$ cat src/rtl/ipi_pkg.sv
package ipi_pkg;

    localparam int IDX_W  = 16;
    localparam int DATA_W = 32;
    localparam int NUM_W  = DATA_W - IDX_W;

    typedef enum logic [1:0] {
        REG_SEND_ONE    = 2'd0,
        REG_SEND_OTHERS = 2'd1,
        REG_ACK         = 2'd2,
        REG_SPARE       = 2'd3
    } reg_off_t;

    typedef enum logic [1:0] {
        Q_EMPTY   = 2'd0,
        Q_PENDING = 2'd1,
        Q_FULL    = 2'd2
    } q_state_t;

endpackage

$ cat src/rtl/ipi_decode.sv
module ipi_decode
    import ipi_pkg::*;
#(
    parameter int NCORES = 4,
    parameter int CORE_W = 2
) (
    input  logic              bus_en,
    input  logic              bus_we,
    input  logic [1:0]        bus_addr,
    input  logic [IDX_W-1:0]  target_idx,
    input  logic [CORE_W-1:0] bus_core,
    output logic [NCORES-1:0] post_v,
    output logic [NCORES-1:0] pop_v,
    output logic [NCORES-1:0] flush_v
);

    logic wr_one, wr_others, rd_ack, wr_ack;

    always_comb begin
        wr_one    = bus_en && bus_we  && (bus_addr == REG_SEND_ONE);
        wr_others = bus_en && bus_we  && (bus_addr == REG_SEND_OTHERS);
        rd_ack    = bus_en && !bus_we && (bus_addr == REG_ACK);
        wr_ack    = bus_en && bus_we  && (bus_addr == REG_ACK);
    end

    for (genvar c = 0; c < NCORES; c++) begin : g_core
        logic named, mine;
        assign named      = (target_idx == IDX_W'(c));
        assign mine       = (bus_core == CORE_W'(c));
        assign post_v[c]  = (wr_one && named) || (wr_others && !named);
        assign pop_v[c]   = rd_ack && mine;
        assign flush_v[c] = wr_ack && mine;
    end

endmodule

$ cat src/rtl/ipi_core_queue.sv
module ipi_core_queue
    import ipi_pkg::*;
#(
    parameter int DEPTH = 8,
    parameter int QNUM_W = 16
) (
    input  logic              clk,
    input  logic              rst_n,
    input  logic              push,
    input  logic [QNUM_W-1:0] push_num,
    input  logic              pop,
    input  logic              flush,
    output logic [QNUM_W-1:0] head_num,
    output logic              irq_o,
    output logic              ovf_o
);

    localparam int PTR_W = (DEPTH > 1) ? $clog2(DEPTH) : 1;
    localparam int CNT_W = $clog2(DEPTH + 1);

    q_state_t          state, state_nxt;
    logic [QNUM_W-1:0] mem [DEPTH];
    logic [PTR_W-1:0]  rd_ptr, wr_ptr;
    logic [CNT_W-1:0]  count, cnt_nxt;
    logic              push_ok, pop_ok, drop;

    function automatic logic [PTR_W-1:0] bump(input logic [PTR_W-1:0] p);
        return (p == PTR_W'(DEPTH - 1)) ? '0 : p + 1'b1;
    endfunction

    always_comb begin
        pop_ok  = pop && (state != Q_EMPTY);
        push_ok = push && ((state != Q_FULL) || pop_ok);
        drop    = push && !push_ok;
        cnt_nxt = count + CNT_W'(push_ok) - CNT_W'(pop_ok);
        head_num = (state == Q_EMPTY) ? '0 : mem[rd_ptr];
    end

    // next-state logic
    always_comb begin
        state_nxt = state;
        unique case (state)
            Q_EMPTY: begin
                if (!flush && push_ok)
                    state_nxt = (DEPTH == 1) ? Q_FULL : Q_PENDING;
            end
            Q_PENDING: begin
                if (flush || cnt_nxt == '0)
                    state_nxt = Q_EMPTY;
                else if (cnt_nxt == CNT_W'(DEPTH))
                    state_nxt = Q_FULL;
            end
            Q_FULL: begin
                if (flush)
                    state_nxt = Q_EMPTY;
                else if (pop_ok && !push_ok)
                    state_nxt = (DEPTH == 1) ? Q_EMPTY : Q_PENDING;
            end
            default: state_nxt = Q_EMPTY;
        endcase
    end

    // state register
    always_ff @(posedge clk) begin
        if (!rst_n) state <= Q_EMPTY;
        else        state <= state_nxt;
    end

    // registered outputs
    always_ff @(posedge clk) begin
        if (!rst_n) begin
            irq_o <= 1'b0;
            ovf_o <= 1'b0;
        end else begin
            irq_o <= (state_nxt != Q_EMPTY);
            if (flush)     ovf_o <= 1'b0;
            else if (drop) ovf_o <= 1'b1;
        end
    end

    // storage and pointers
    always_ff @(posedge clk) begin
        if (!rst_n || flush) begin
            rd_ptr <= '0;
            wr_ptr <= '0;
            count  <= '0;
        end else begin
            if (push_ok) begin
                mem[wr_ptr] <= push_num;
                wr_ptr      <= bump(wr_ptr);
            end
            if (pop_ok) rd_ptr <= bump(rd_ptr);
            count <= cnt_nxt;
        end
    end

    a_r4_post_raises: assert property (@(posedge clk) disable iff (!rst_n)
        (push && !flush) |=> irq_o);
    a_r7_flush_clears: assert property (@(posedge clk) disable iff (!rst_n)
        flush |=> (!irq_o && !ovf_o));
    a_r9_full_sets_ovf: assert property (@(posedge clk) disable iff (!rst_n)
        (push && !pop && !flush && state == Q_FULL) |=> ovf_o);
    a_r9_ovf_sticky: assert property (@(posedge clk) disable iff (!rst_n)
        (ovf_o && !flush) |=> ovf_o);
    a_r8_irq_tracks_count: assert property (@(posedge clk) disable iff (!rst_n)
        irq_o == (count != '0));
    a_r9_count_bound: assert property (@(posedge clk) disable iff (!rst_n)
        count <= CNT_W'(DEPTH));

endmodule

$ cat src/rtl/ipi_queue_ctrl.sv
module ipi_queue_ctrl
    import ipi_pkg::*;
#(
    parameter int NCORES = 4,
    parameter int DEPTH  = 8,
    localparam int CORE_W = (NCORES > 1) ? $clog2(NCORES) : 1
) (
    input  logic              clk,
    input  logic              rst_n,
    input  logic              bus_en,
    input  logic              bus_we,
    input  logic [1:0]        bus_addr,
    input  logic [31:0]       bus_wdata,
    input  logic [CORE_W-1:0] bus_core,
    output logic [31:0]       rd_data,
    output logic [NCORES-1:0] irq,
    output logic [NCORES-1:0] ovf
);

    logic [NCORES-1:0] post_v, pop_v, flush_v;
    logic [NUM_W-1:0]  heads [NCORES];
    logic [NUM_W-1:0]  sel_head;
    logic              core_ok;

    ipi_decode #(.NCORES(NCORES), .CORE_W(CORE_W)) u_dec (
        .bus_en     (bus_en),
        .bus_we     (bus_we),
        .bus_addr   (bus_addr),
        .target_idx (bus_wdata[IDX_W-1:0]),
        .bus_core   (bus_core),
        .post_v     (post_v),
        .pop_v      (pop_v),
        .flush_v    (flush_v)
    );

    for (genvar c = 0; c < NCORES; c++) begin : g_q
        ipi_core_queue #(.DEPTH(DEPTH), .QNUM_W(NUM_W)) u_q (
            .clk      (clk),
            .rst_n    (rst_n),
            .push     (post_v[c]),
            .push_num (bus_wdata[DATA_W-1:IDX_W]),
            .pop      (pop_v[c]),
            .flush    (flush_v[c]),
            .head_num (heads[c]),
            .irq_o    (irq[c]),
            .ovf_o    (ovf[c])
        );
    end

    always_comb begin
        core_ok  = (32'(bus_core) < NCORES);
        sel_head = '0;
        for (int c = 0; c < NCORES; c++)
            if (bus_core == CORE_W'(c)) sel_head = heads[c];
    end

    always_ff @(posedge clk) begin
        if (!rst_n)
            rd_data <= '0;
        else if (bus_en && !bus_we)
            rd_data <= (bus_addr == REG_ACK && core_ok) ? 32'(sel_head) : '0;
    end

    a_r11_pop_onehot: assert property (@(posedge clk) disable iff (!rst_n)
        $onehot0(pop_v));
    a_r7_flush_onehot: assert property (@(posedge clk) disable iff (!rst_n)
        $onehot0(flush_v));
    a_r6_empty_read_zero: assert property (@(posedge clk) disable iff (!rst_n)
        (bus_en && !bus_we && bus_addr == REG_ACK && core_ok && !irq[bus_core])
        |=> (rd_data == '0));
    a_r11_send_read_zero: assert property (@(posedge clk) disable iff (!rst_n)
        (bus_en && !bus_we && bus_addr != REG_ACK) |=> (rd_data == '0));

endmodule

$ cat config.mk
export PLATFORM = sky130hd
export DESIGN_NAME = ipi_queue_ctrl
export DESIGN_NICKNAME = d
export VERILOG_FILES = /design/src/rtl/ipi_pkg.sv /design/src/rtl/ipi_decode.sv /design/src/rtl/ipi_core_queue.sv /design/src/rtl/ipi_queue_ctrl.sv
export SDC_FILE = /design/constraint.sdc
export NUM_CORES = 1
export LEC_CHECK = 0
export BUFFER_PORTS_ARGS = -buffer_cell sky130_fd_sc_hd__buf_2
export CAP_MARGIN = 10
export CORE_UTILIZATION = 41
export DETAILED_ROUTE_END_ITERATION = 6
export PLACE_DENSITY_LB_ADDON = 0.2
export SYNTH_ARGS = -nofsm -noshare
export SYNTH_HDL_FRONTEND = slang
export SYNTH_SLANG_ARGS = --single-unit
$ cat constraint.sdc
create_clock -name clk -period 4.1 [get_ports clk]
set_clock_uncertainty 0.05 [all_clocks]
set_input_delay 0.205 -clock clk [delete_from_list [all_inputs] [get_ports clk]]
set_output_delay 0.205 -clock clk [all_outputs]
set_load 0.02 [all_outputs]
==> implementation parameters, run 1 <==
Parameter                              Value

Setup path
  Top Family by Delay on Critical Path ... simple AND/OR/NAND/NOR gates
  Timing endpoint of the critical path ... g_q[3].u_q.irq_o$_SDFF_PN0_
  Stages on the worst setup path ... 15
  Crit path required time ... 4.60 ns
  Worst path slowest cell ... sky130_fd_sc_hd__dlygate4sd3_1
  Worst setup path start ... bus_addr[1]
  Worst path buffer plus inverter count ... 4
  Kind of end point of the critical path ... flop
  R2R Path End ... g_q[3].u_q.irq_o$_SDFF_PN0_
  Worst Path Max Fanout ... 8
  R2r setup slk ... 1.19 ns
  Largest stage delay, worst path ... between 0.5 and 0.6 ns
  Crit Reg-Reg Startpoint ... g_q[3].u_q.state[1]$_SDFF_PN0_
  Worst reg-to-reg path cell count ... 12
  Cell chain of the critical path ... dlygate4sd3_1 -> buf_2 -> and4bb_2 -> nand3_1 -> nor2_1 -> ha_1 -> inv_1 -> ha_1 -> inv_1 -> fa_1 -> xor2_1 -> and3_1 -> nor4b_1 -> a221oi_1 -> o21ai_0
  Category of the critical setup timing path ... input pin to flop
  Category of the worst setup path launch point ... input pin
  Crit path arrival time ... between 3 and 4 ns

STA
  Max-slew violations ... 0
  Final cycle utilization of the critical path ... 77.35%
  Worst relative slew slack ... between 20 and 30%
  Final Hold Slack ... ~0.042 ns
  RSZ-0062 raised after global routing ... no
  Highest clock frequency the design can meet ... about 320 MHz
  Hold violation total from the final report ... 0
  Sum of negative setup slack ... 0 ns
  Slew at the pin with the worst max-slew slack ... 1.076 ns
  Final min period ... ~3.2 ns
  Final number of setup-violating endpoints ... 0

CTS
  Clock latency reported for the late side of the worst-skew pair ... around 0.63 ns
  Clock slew seen by the registers of the worst setup and hold paths ... around 0.06 ns
  Maximum clock insertion buffer count ... 3
  Clock tree from TritonCTS ... built
  Cts-stage hold buffer count ... 3
  Clock Tree Root ... sky130_fd_sc_hd__clkbuf_16
  Postcts setup bufs ... 0
  Number of cells upsized or downsized after cts ... 0
  Inserted Clock Buffers ... between 50 and 60
  CTS H-tree lvls ... 2
  Number of clock sinks ... ~600

Place
  RD Place Congestion ... between 0.8 and 0.9
  Count of port buffers added during placement ... 63
  Area after detailed placement ... approximately 25,000 um^2
  Detailed-placement wirelength estimate ... approximately 33 mm
  Placed cell count ... 2,168

Floorplan
  Die area ... 58,790 um^2
  Initial cell density of the core ... roughly two fifths
  Die height ... ~240 um
  Die Width ... between 200 and 250 um
  Std-Cell Core Area ... ~57,000 um^2
  Boundary pin count ... 80
  Core Rows ... between 80 and 90

Yosys
  Count of flip-flops with a built-in enable after synthesis ... just over 500
  Mapped Avg Cell Area ... about 17 um^2
  Combined area of all synthesized cells ... 23,710 um^2
  Top post-synthesis cells by area ... sky130_fd_sc_hd__edfxtp_1, sky130_fd_sc_hd__mux4_2, sky130_fd_sc_hd__dfxtp_1
  Top cell type by total area after synthesis ... sky130_fd_sc_hd__edfxtp_1
  Most used DFF post-synth ... sky130_fd_sc_hd__edfxtp_1
  Dominant cell by count in the synthesized netlist ... sky130_fd_sc_hd__edfxtp_1
  Most common library cells after synthesis ... sky130_fd_sc_hd__edfxtp_1, sky130_fd_sc_hd__mux4_2, sky130_fd_sc_hd__dfxtp_1
  Proportion of register bits with asynchronous set or reset after synthesis ... 0%
  Top-area cell type share of the netlist area ... roughly 65%
  Cell variety after synth ... 58
  Yosys Warn Count ... 0
  Count of state elements after synthesis ... 596
  Mapped Cells ... around 1,400
  Post-synthesis sequential area ratio ... a little over 70%

Power and ir drop
  PwrDens ... 454.4 nW/um^2
  Static power due to leakage ... 8.752 nW
  Largest vdd supply drop ... roughly 0.33 mV
  Overall power after layout ... 12.29 mW

Global route
  First-pass GRT wire length ... about 81 mm
  Maximum number of pins on one net before global-route repair ... 33
  Sum of overflow across all layers after global routing ... 0
  Number of global-route vias before repair ... roughly 13,000
  Number of antenna violations at the first check in global routing ... 1
  Combined global-route utilization of all metal layers ... 18.59%

Worst hold path
  Min-Delay Path Class ... input pin to flop

Layout
  Proportion of layout cells with a drive suffix above 1 ... 21.94%
  Final Net Count ... between 1,500 and 2,000
  Fill cell count ... between 4,000 and 5,000
  Cell area after layout ... between 20,000 and 30,000 um^2
  Filler-free cell count of the finished design ... between 2,000 and 2,500
  Layout-stage area growth over the synthesis result ... 14.05%

Drt
  Wire length per cell after detailed routing ... about 24 um
  Drt first pass iters ... 7
  Final routed DRC violation total ... 0
  DRT iter0 DRCs ... 1,064
  Average vias per placed instance ... ~5.5
  Final wirelength ... 53.81 mm
  Via count ... between 10,000 and 15,000
  Antenna-violating nets left ... 0

Flow run
  Number of max-cap violations ... 0

Run status
  Run status ... finished, final reports clean
==> metrics by stage <==
stage | util, % | worst slack, ns
3_5_place_dp | 44.20 | 0.6728
2_1_floorplan | - | 0.5724
4_1_cts | 47.67 | 0.9770
6_report | 47.68 | 0.9284
5_1_grt | 47.67 | 0.6540
3_3_place_gp | 44.20 | 0.7515
==> routing by layer <==
metal	up-vias	GRT usage, %	part of all wire, %
met5	-	0	0
met4	0	6.031	2.6
met3	94	2.570	4.6
met2	298	31.17	49
met1	6437	24.97	44
li1	5626	-	-
==> layout by cell type (no fill, tap or decap), types with 20 or more instances in the layout <==
master                      count
sky130_fd_sc_hd__edfxtp_1     512
sky130_fd_sc_hd__mux2i_1       78
sky130_fd_sc_hd__nand2_1       49
sky130_fd_sc_hd__buf_4         54
sky130_fd_sc_hd__buf_2         63
sky130_fd_sc_hd__a21oi_1       61
sky130_fd_sc_hd__ha_1          29
sky130_fd_sc_hd__nand2b_1      20
sky130_fd_sc_hd__a22oi_1       33
sky130_fd_sc_hd__mux4_2        97
sky130_fd_sc_hd__nor2_1        73
sky130_fd_sc_hd__inv_1         30
sky130_fd_sc_hd__clkbuf_16     60
sky130_fd_sc_hd__nand3_1       25
sky130_fd_sc_hd__dfxtp_1       80
==> final cells by class <==
class | instances | area (um^2) | share of cell area, %
sequential | 596 | 17060 | 63.10
tap | 756 | 945.9 | 3.498
multi-input combinational | 668 | 6207 | 22.96
clock inverter | 31 | 299.0 | 1.106
timing repair buffer | 121 | 770.7 | 2.850
inverter | 30 | 112.6 | 0.4165
antenna | 1 | 2.502 | 0.009255
clock buffer | 81 | 1640 | 6.066
==> tightest hold or removal path, cell delays in order <==
cell	delay, ns
sky130_fd_sc_hd__buf_2	0.13
sky130_fd_sc_hd__nand3b_1	0.13
sky130_fd_sc_hd__o211ai_1	0.12
sky130_fd_sc_hd__o211ai_1	0.10
==> kinds of logic (layout without fill, tap and decap cells) <==
group	Yosys count	in the layout	synth area share, %
AO/OA/AOI/OAI	182	182	5.220
XOR/XNOR	14	14	0.5172
adder cells (fa/ha/maj)	33	33	1.868
buffers and inverters	115	263	2.407
flip-flops	596	596	71.94
multiplexers	175	175	12.51
other	1	17	0.01582
AND/OR/NAND/NOR	248	248	5.521
==> registers in the layout, summed over array words and instances, names as in the netlist, named ones only <==
register / cells
g_q.u_q.count: 16
g_q.u_q.irq_o: 4
g_q.u_q.mem: 512
g_q.u_q.ovf_o: 4
g_q.u_q.rd_ptr: 12
g_q.u_q.state: 8
g_q.u_q.wr_ptr: 12
rd_data: 16
==> worst min-delay path by stage <==
stage,from,endpoint,slack [ns],cells after the start
after detailed placement,rd_data[13]$_SDFFE_PN0P_,rd_data[13]$_SDFFE_PN0P_,0.41,1
after CTS,bus_en,g_q[2].u_q.irq_o$_SDFF_PN0_,0.01,4
after global routing,bus_en,g_q[2].u_q.irq_o$_SDFF_PN0_,0.07,4
after global placement,g_q[1].u_q.ovf_o$_SDFFE_PP0P_,g_q[1].u_q.ovf_o$_SDFFE_PP0P_,0.40,2
after floorplan,bus_wdata[16],g_q[0].u_q.mem[0][0]$_DFFE_PP_,0.25,0
final,bus_en,g_q[2].u_q.irq_o$_SDFF_PN0_,0.04,4
==> report_power, final <==
part / total, mW / internal [mW] / switching, mW
Sequential: 6.60 / 6.59 / 0.0115
Combinational: 0.310 / 0.0740 / 0.236
Clock: 5.37 / 3.11 / 2.26
Total: 12.3 / 9.78 / 2.51
(Power assumes the default switching activity.)
==> inputs of run 2 (changes only) <==
clock period = 2.9 ns   (was 4.1 ns; I/O delays follow)
==> implementation parameters, run 2 (synthesis gave the netlist of run 1 again) <==
Parameter                              Value

Global route
  Maximum number of pins on one net before global-route repair ... 49
  First-pass GRT wire length ... ~81 mm
  Combined global-route utilization of all metal layers ... a little under a fifth
  Number of antenna violations at the first check in global routing ... 1
  Sum of overflow across all layers after global routing ... 0
  Number of global-route vias before repair ... 12,840

Layout
  Final Net Count ... about 1,600
  Proportion of layout cells with a drive suffix above 1 ... 22.97%
  Layout-stage area growth over the synthesis result ... 15.53%
  Register name with the most flops ... g_q.u_q.mem
  Largest register FFs ... about 510
  Commonest non-fill, non-tap cell in the layout ... sky130_fd_sc_hd__edfxtp_1
  Commonest cells after routing, fill and taps aside ... sky130_fd_sc_hd__edfxtp_1, sky130_fd_sc_hd__mux4_2, sky130_fd_sc_hd__dfxtp_1, sky130_fd_sc_hd__mux2i_1, sky130_fd_sc_hd__nor2_1
  Fill cell count ... between 4,000 and 5,000
  Top flop regs ... g_q.u_q.mem (512), g_q.u_q.count (16), rd_data (16)
  Register area ... 17,060 um^2
  Area of combinational cells with multiple inputs ... between 6000 and 7000 um^2
  Post-layout util ... between 40% and 50%

Power and ir drop
  Largest vdd supply drop ... around 0.54 mV
  Static power due to leakage ... 8.896 nW
  PwrDens ... approximately 630 nW/um^2

Drt
  Final wirelength ... between 50 and 60 mm
  DRT iter0 DRCs ... 841
  Drt first pass iters ... 5
  Wire length per cell after detailed routing ... ~23 um
  Final routed DRC violation total ... 0
  Average vias per placed instance ... ~5.4
  Via count ... around 12,000
  Antenna-violating nets left ... 0

Floorplan
  Initial cell density of the core ... 41.80%
  Core Rows ... 87
  Std-Cell Core Area ... roughly 57,000 um^2
  Die area ... about 60,000 um^2
  Boundary pin count ... 80
  Die Width ... 242.5 um
  Die height ... between 200 and 250 um

Place
  Detailed-placement wirelength estimate ... ~33 mm
  RD Place Congestion ... 0.7953
  Count of port buffers added during placement ... 63

CTS
  Clock Tree Root ... sky130_fd_sc_hd__clkbuf_16
  Inserted Clock Buffers ... 59
  Clock latency reported for the late side of the worst-skew pair ... ~0.6 ns
  Number of clock sinks ... around 600
  Postcts setup bufs ... 0
  Clock slew seen by the registers of the worst setup and hold paths ... roughly 0.06 ns
  Clock tree from TritonCTS ... built
  CTS H-tree lvls ... 2
  Maximum clock insertion buffer count ... 3

STA
  Final min period ... 2.632 ns
  Sum of negative setup slack ... 0 ns
  RSZ-0062 raised after global routing ... no
  Final cycle utilization of the critical path ... approximately 91%
  Highest clock frequency the design can meet ... approximately 380 MHz
  Worst relative slew slack ... between 30% and 40%
  Final number of setup-violating endpoints ... 0
  Slew at the pin with the worst max-slew slack ... around 0.94 ns
  Hold violation total from the final report ... 0
  Max-slew violations ... 0

Setup path
  Worst reg-to-reg path cell count ... 12
  Timing endpoint of the critical path ... g_q[3].u_q.irq_o$_SDFF_PN0_
  Worst setup path start ... g_q[3].u_q.state[1]$_SDFF_PN0_
  Kind of end point of the critical path ... flop
  R2R Path End ... g_q[3].u_q.irq_o$_SDFF_PN0_
  Crit path required time ... between 3 and 4 ns
  Category of the worst setup path launch point ... flop
  R2r setup slk ... between 0.2 and 0.3 ns
  Worst Path Max Fanout ... 4
  Crit path arrival time ... about 3.1 ns
  Category of the critical setup timing path ... flop to flop
  Crit Reg-Reg Startpoint ... g_q[3].u_q.state[1]$_SDFF_PN0_

Flow run
  Number of max-cap violations ... 0

Worst hold path
  Min-Delay Path Class ... input pin to flop

Run status
  Run status ... finished, final reports clean
==> run 2: worst min path at each step <==
| stage | startpoint | end | slack, ns | cells after the start |
|---|---|---|---|---|
| after detailed placement | rd_data[11]$_SDFFE_PN0P_ | rd_data[11]$_SDFFE_PN0P_ | 0.40 | 1 |
| final | bus_addr[1] | g_q[2].u_q.irq_o$_SDFF_PN0_ | 0.07 | 4 |
| after floorplan | bus_wdata[16] | g_q[0].u_q.mem[0][0]$_DFFE_PP_ | 0.19 | 0 |
| after global routing | bus_wdata[30] | g_q[0].u_q.mem[2][14]$_DFFE_PP_ | 0.07 | 1 |
| after global placement | rd_data[8]$_SDFFE_PN0P_ | rd_data[8]$_SDFFE_PN0P_ | 0.40 | 1 |
| after CTS | bus_addr[1] | g_q[2].u_q.irq_o$_SDFF_PN0_ | 0.03 | 4 |
==> run 2: area by class of cell <==
class,instances,share of cell area (%)
Antenna cell,2,0.01827
Timing Repair Buffer,150,4.331
Multi-Input combinational cell,668,22.70
Tap cell,756,3.454
Clock inverter,31,0.9411
Sequential cell,596,62.29
Inverter,30,0.4111
Clock buffer,79,5.857
==> run 2: timing repair <==
action                                 4_1_cts  5_1_grt
hold buffers                                 2        0
gates resized for setup                      0        0
endpoints found under the hold margin        5        0
==> run 2: power by group <==
part | internal [mW] | leakage, nW | total (mW) | switching, mW
registers | 9.32 | 5.28 | 9.34 | 0.0164
logic | 0.118 | 2.70 | 0.458 | 0.340
clock network | 4.23 | 0.910 | 7.38 | 3.15
total | 13.7 | 8.90 | 17.2 | 3.51
==> run 2: routing by layer <==
| metal | routed length, um | GRT usage [%] | share of wire, % |
|---|---|---|---|
| met1 | 23140 | 24.78 | 43 |
| met2 | 27420 | 32.23 | 51 |
| met3 | 2487 | 2.282 | 4.6 |
| met4 | 1088 | 5.175 | 2.0 |
| met5 | 0 | 0 | 0 |
==> run 2: critical path: stages, from the launching register on <==
cell and delay (ns):
sky130_fd_sc_hd__dfxtp_1 0.37, sky130_fd_sc_hd__nor2_1 0.08, sky130_fd_sc_hd__nor2_1 0.19, sky130_fd_sc_hd__ha_1 0.26
sky130_fd_sc_hd__inv_1 0.06, sky130_fd_sc_hd__ha_1 0.15, sky130_fd_sc_hd__inv_1 0.06, sky130_fd_sc_hd__fa_1 0.40
sky130_fd_sc_hd__xor2_1 0.18, sky130_fd_sc_hd__and3_1 0.19, sky130_fd_sc_hd__nor4b_1 0.30, sky130_fd_sc_hd__a221oi_1 0.11
sky130_fd_sc_hd__o21ai_0 0.15
==> run 2: metrics by stage <==
stage	std cells	setup slack [ns]	hold slack (ns)	instance area [um^2]	total power [mW]
after global routing	2310	0.01923	0.07255	27380	17.69
after detailed placement	2198	-0.09083	0.4049	25500	9.984
after floorplan	1379	-0.5676	0.1939	23800	9.718
after CTS	2310	0.3103	0.02754	27380	17.35
after global placement	2198	0.06981	0.3971	25500	9.971
final	2312	0.2680	0.06753	27390	17.18
==> inputs of run 3 (changes only) <==
CTS_BUF_LIST = sky130_fd_sc_hd__clkbuf_16   (was default)
PLACE_DENSITY_LB_ADDON = 0.08   (was 0.2)
==> implementation parameters, run 3 (synthesis gave the netlist of run 1 again) <==
Parameter                              Value

Worst hold path
  Min-Delay Path Class ... input pin to flop
  Hold Path End ... g_q[3].u_q.mem[3][5]$_DFFE_PP_
  Hold-critical path depth ... 1
  Min-delay src ... bus_wdata[21]

Floorplan
  Die Width ... around 240 um
  Initial cell density of the core ... between 40% and 50%
  Boundary pin count ... 80
  Std-Cell Core Area ... ~57,000 um^2
  Die area ... about 59,000 um^2
  Core Rows ... slightly below 90
  Die height ... ~240 um

Place
  RD Place Congestion ... 0.7666
  Count of port buffers added during placement ... between 60 and 70
  Area after detailed placement ... 25,540 um^2
  Detailed-placement wirelength estimate ... between 30 and 40 mm

Setup path
  Worst Path Max Fanout ... 4
  Crit path required time ... 3.40 ns
  Crit path arrival time ... 3.09 ns
  Largest stage delay, worst path ... approximately 0.40 ns
  Kind of end point of the critical path ... flop
  Category of the worst setup path launch point ... flop
  Worst path slowest cell ... sky130_fd_sc_hd__fa_1
  Worst reg-to-reg path cell count ... 12
  R2r setup slk ... 0.31 ns
  Worst path buffer plus inverter count ... 2
  R2R Path End ... g_q[3].u_q.irq_o$_SDFF_PN0_
  Category of the critical setup timing path ... flop to flop
  Top Family by Delay on Critical Path ... adder cells
  Crit Reg-Reg Startpoint ... g_q[3].u_q.state[1]$_SDFF_PN0_
  Cell chain of the critical path ... nor2_1 -> nor2_1 -> ha_1 -> inv_1 -> ha_1 -> inv_1 -> fa_1 -> xor2_1 -> and3_1 -> nor4b_1 -> a221oi_1 -> o21ai_0

CTS
  Inserted Clock Buffers ... a little over 60
  Number of clock sinks ... just under 600
  CTS H-tree lvls ... 2
  Clock slew seen by the registers of the worst setup and hold paths ... ~0.060 ns
  Clock Tree Root ... sky130_fd_sc_hd__clkbuf_16
  Clock tree from TritonCTS ... built
  Clock latency reported for the late side of the worst-skew pair ... a little over 0.6 ns
  Maximum clock insertion buffer count ... 3

Drt
  Drt first pass iters ... 5
  Final wirelength ... approximately 56 mm
  Average vias per placed instance ... approximately 5.4
  DRT iter0 DRCs ... between 800 and 900
  Via count ... between 10,000 and 15,000
  Antenna-violating nets left ... 0
  Wire length per cell after detailed routing ... about 24 um
  Final routed DRC violation total ... 0

Global route
  Combined global-route utilization of all metal layers ... approximately a fifth
  Maximum number of pins on one net before global-route repair ... a little under 50
  Number of antenna violations at the first check in global routing ... 1
  Sum of overflow across all layers after global routing ... 0
  First-pass GRT wire length ... ~84 mm
  Number of global-route vias before repair ... between 10,000 and 15,000

Power and ir drop
  Largest vdd supply drop ... roughly 0.45 mV
  Static power due to leakage ... roughly 9.0 nW
  PwrDens ... 627.0 nW/um^2

Layout
  Proportion of layout cells with a drive suffix above 1 ... about a quarter
  Layout-stage area growth over the synthesis result ... 15.84%
  Register name with the most flops ... g_q.u_q.mem
  Fill cell count ... around 4,800
  Cell area after layout ... ~27,000 um^2
  Commonest cells after routing, fill and taps aside ... sky130_fd_sc_hd__edfxtp_1, sky130_fd_sc_hd__mux4_2, sky130_fd_sc_hd__dfxtp_1, sky130_fd_sc_hd__mux2i_1, sky130_fd_sc_hd__buf_4
  Commonest non-fill, non-tap cell in the layout ... sky130_fd_sc_hd__edfxtp_1
  Top flop regs ... g_q.u_q.mem (512), g_q.u_q.count (16), rd_data (16)
  Largest register FFs ... between 500 and 600
  Final Net Count ... approximately 1,600

Run status
  Run status ... finished, final reports clean

STA
  Highest clock frequency the design can meet ... 386.1 MHz
  Final cycle utilization of the critical path ... between 80% and 90%
  Slew at the pin with the worst max-slew slack ... approximately 0.76 ns
  Final min period ... ~2.6 ns
  Final Hold Slack ... ~0.054 ns
  Final number of setup-violating endpoints ... 0
  RSZ-0062 raised after global routing ... no
  Max-slew violations ... 0
  Worst relative slew slack ... between 40% and 50%
  Hold violation total from the final report ... 0

Flow run
  Number of max-cap violations ... 0
==> run 3: cell types whose count changed in the layout (fill, tap and decap cells not counted), sizes merged <==
cell    before  now
buf        148  154
clkinv      22   30
inv         33   46
clkbuf      79   62
==> run 3: worst max path at each step <==
stage                                         startpoint                             end  slack [ns]  cells after the start
after detailed placement                    bus_wdata[8]     g_q[3].u_q.irq_o$_SDFF_PN0_       -0.11                     14
after global placement                      bus_wdata[8]     g_q[3].u_q.irq_o$_SDFF_PN0_      -0.009                     14
after CTS                 g_q[3].u_q.state[1]$_SDFF_PN0_     g_q[3].u_q.irq_o$_SDFF_PN0_        0.31                     12
final                     g_q[3].u_q.state[1]$_SDFF_PN0_     g_q[3].u_q.irq_o$_SDFF_PN0_        0.31                     12
after global routing      g_q[3].u_q.state[1]$_SDFF_PN0_     g_q[3].u_q.irq_o$_SDFF_PN0_        0.08                     12
after floorplan                             bus_wdata[8]  g_q[3].u_q.mem[0][0]$_DFFE_PP_       -0.57                      5
==> run 3: per-layer routing <==
metal | vias up | wire length, um | GRT usage (%)
met3 | 65 | 1971 | 2.925
li1 | 5693 | - | -
met5 | - | 0 | 0
met2 | 196 | 28750 | 33.65
met4 | 0 | 934 | 4.468
met1 | 6497 | 24630 | 25.90
==> run 3: through the flow <==
| step | power (mW) | setup TNS, ns | utilization, % | setup slack, ns | instances |
|---|---|---|---|---|---|
| after floorplan | 9.718 | -36.33 | - | -0.5676 | 1379 |
| final | 17.22 | 0 | 48.42 | 0.3099 | 2322 |
| after CTS | 17.42 | 0 | 48.41 | 0.3051 | 2320 |
| after detailed placement | 9.987 | -0.1734 | 45.04 | -0.1094 | 2204 |
| after global placement | 9.976 | -0.009093 | 45.04 | -0.009093 | 2204 |
| after global routing | 17.79 | 0 | 48.41 | 0.07956 | 2320 |
==> run 3: cell type report <==
cell class	count	area (um^2)	area share [%]
inverter	30	112.6	0.4100
sequential	596	17060	62.13
timing repair buffer	156	1231	4.483
multi-input combinational	668	6212	22.62
tap	756	945.9	3.444
clock buffer	62	1551	5.649
antenna	2	5.005	0.01822
clock inverter	52	342.8	1.248
==> run 3: worst register-to-register path: stages, from the launching register on <==
cell,delay (ns)
sky130_fd_sc_hd__dfxtp_1,0.38
sky130_fd_sc_hd__nor2_1,0.09
sky130_fd_sc_hd__nor2_1,0.16
sky130_fd_sc_hd__ha_1,0.25
sky130_fd_sc_hd__inv_1,0.06
sky130_fd_sc_hd__ha_1,0.15
sky130_fd_sc_hd__inv_1,0.07
sky130_fd_sc_hd__fa_1,0.40
sky130_fd_sc_hd__xor2_1,0.18
sky130_fd_sc_hd__and3_1,0.19
sky130_fd_sc_hd__nor4b_1,0.28
sky130_fd_sc_hd__a221oi_1,0.10
sky130_fd_sc_hd__o21ai_0,0.16
==> run 3: power breakdown <==
group | internal, mW | switching (mW)
clock network | 4.21 | 3.21
registers | 9.32 | 0.0158
logic | 0.118 | 0.343
==> run 3: timing repair <==
action,4_1_cts,5_1_grt
setup endpoints to repair,0,0
gates resized for setup,0,0
setup buffers,0,0
hold endpoints to repair,31,0
hold buffers,2,0
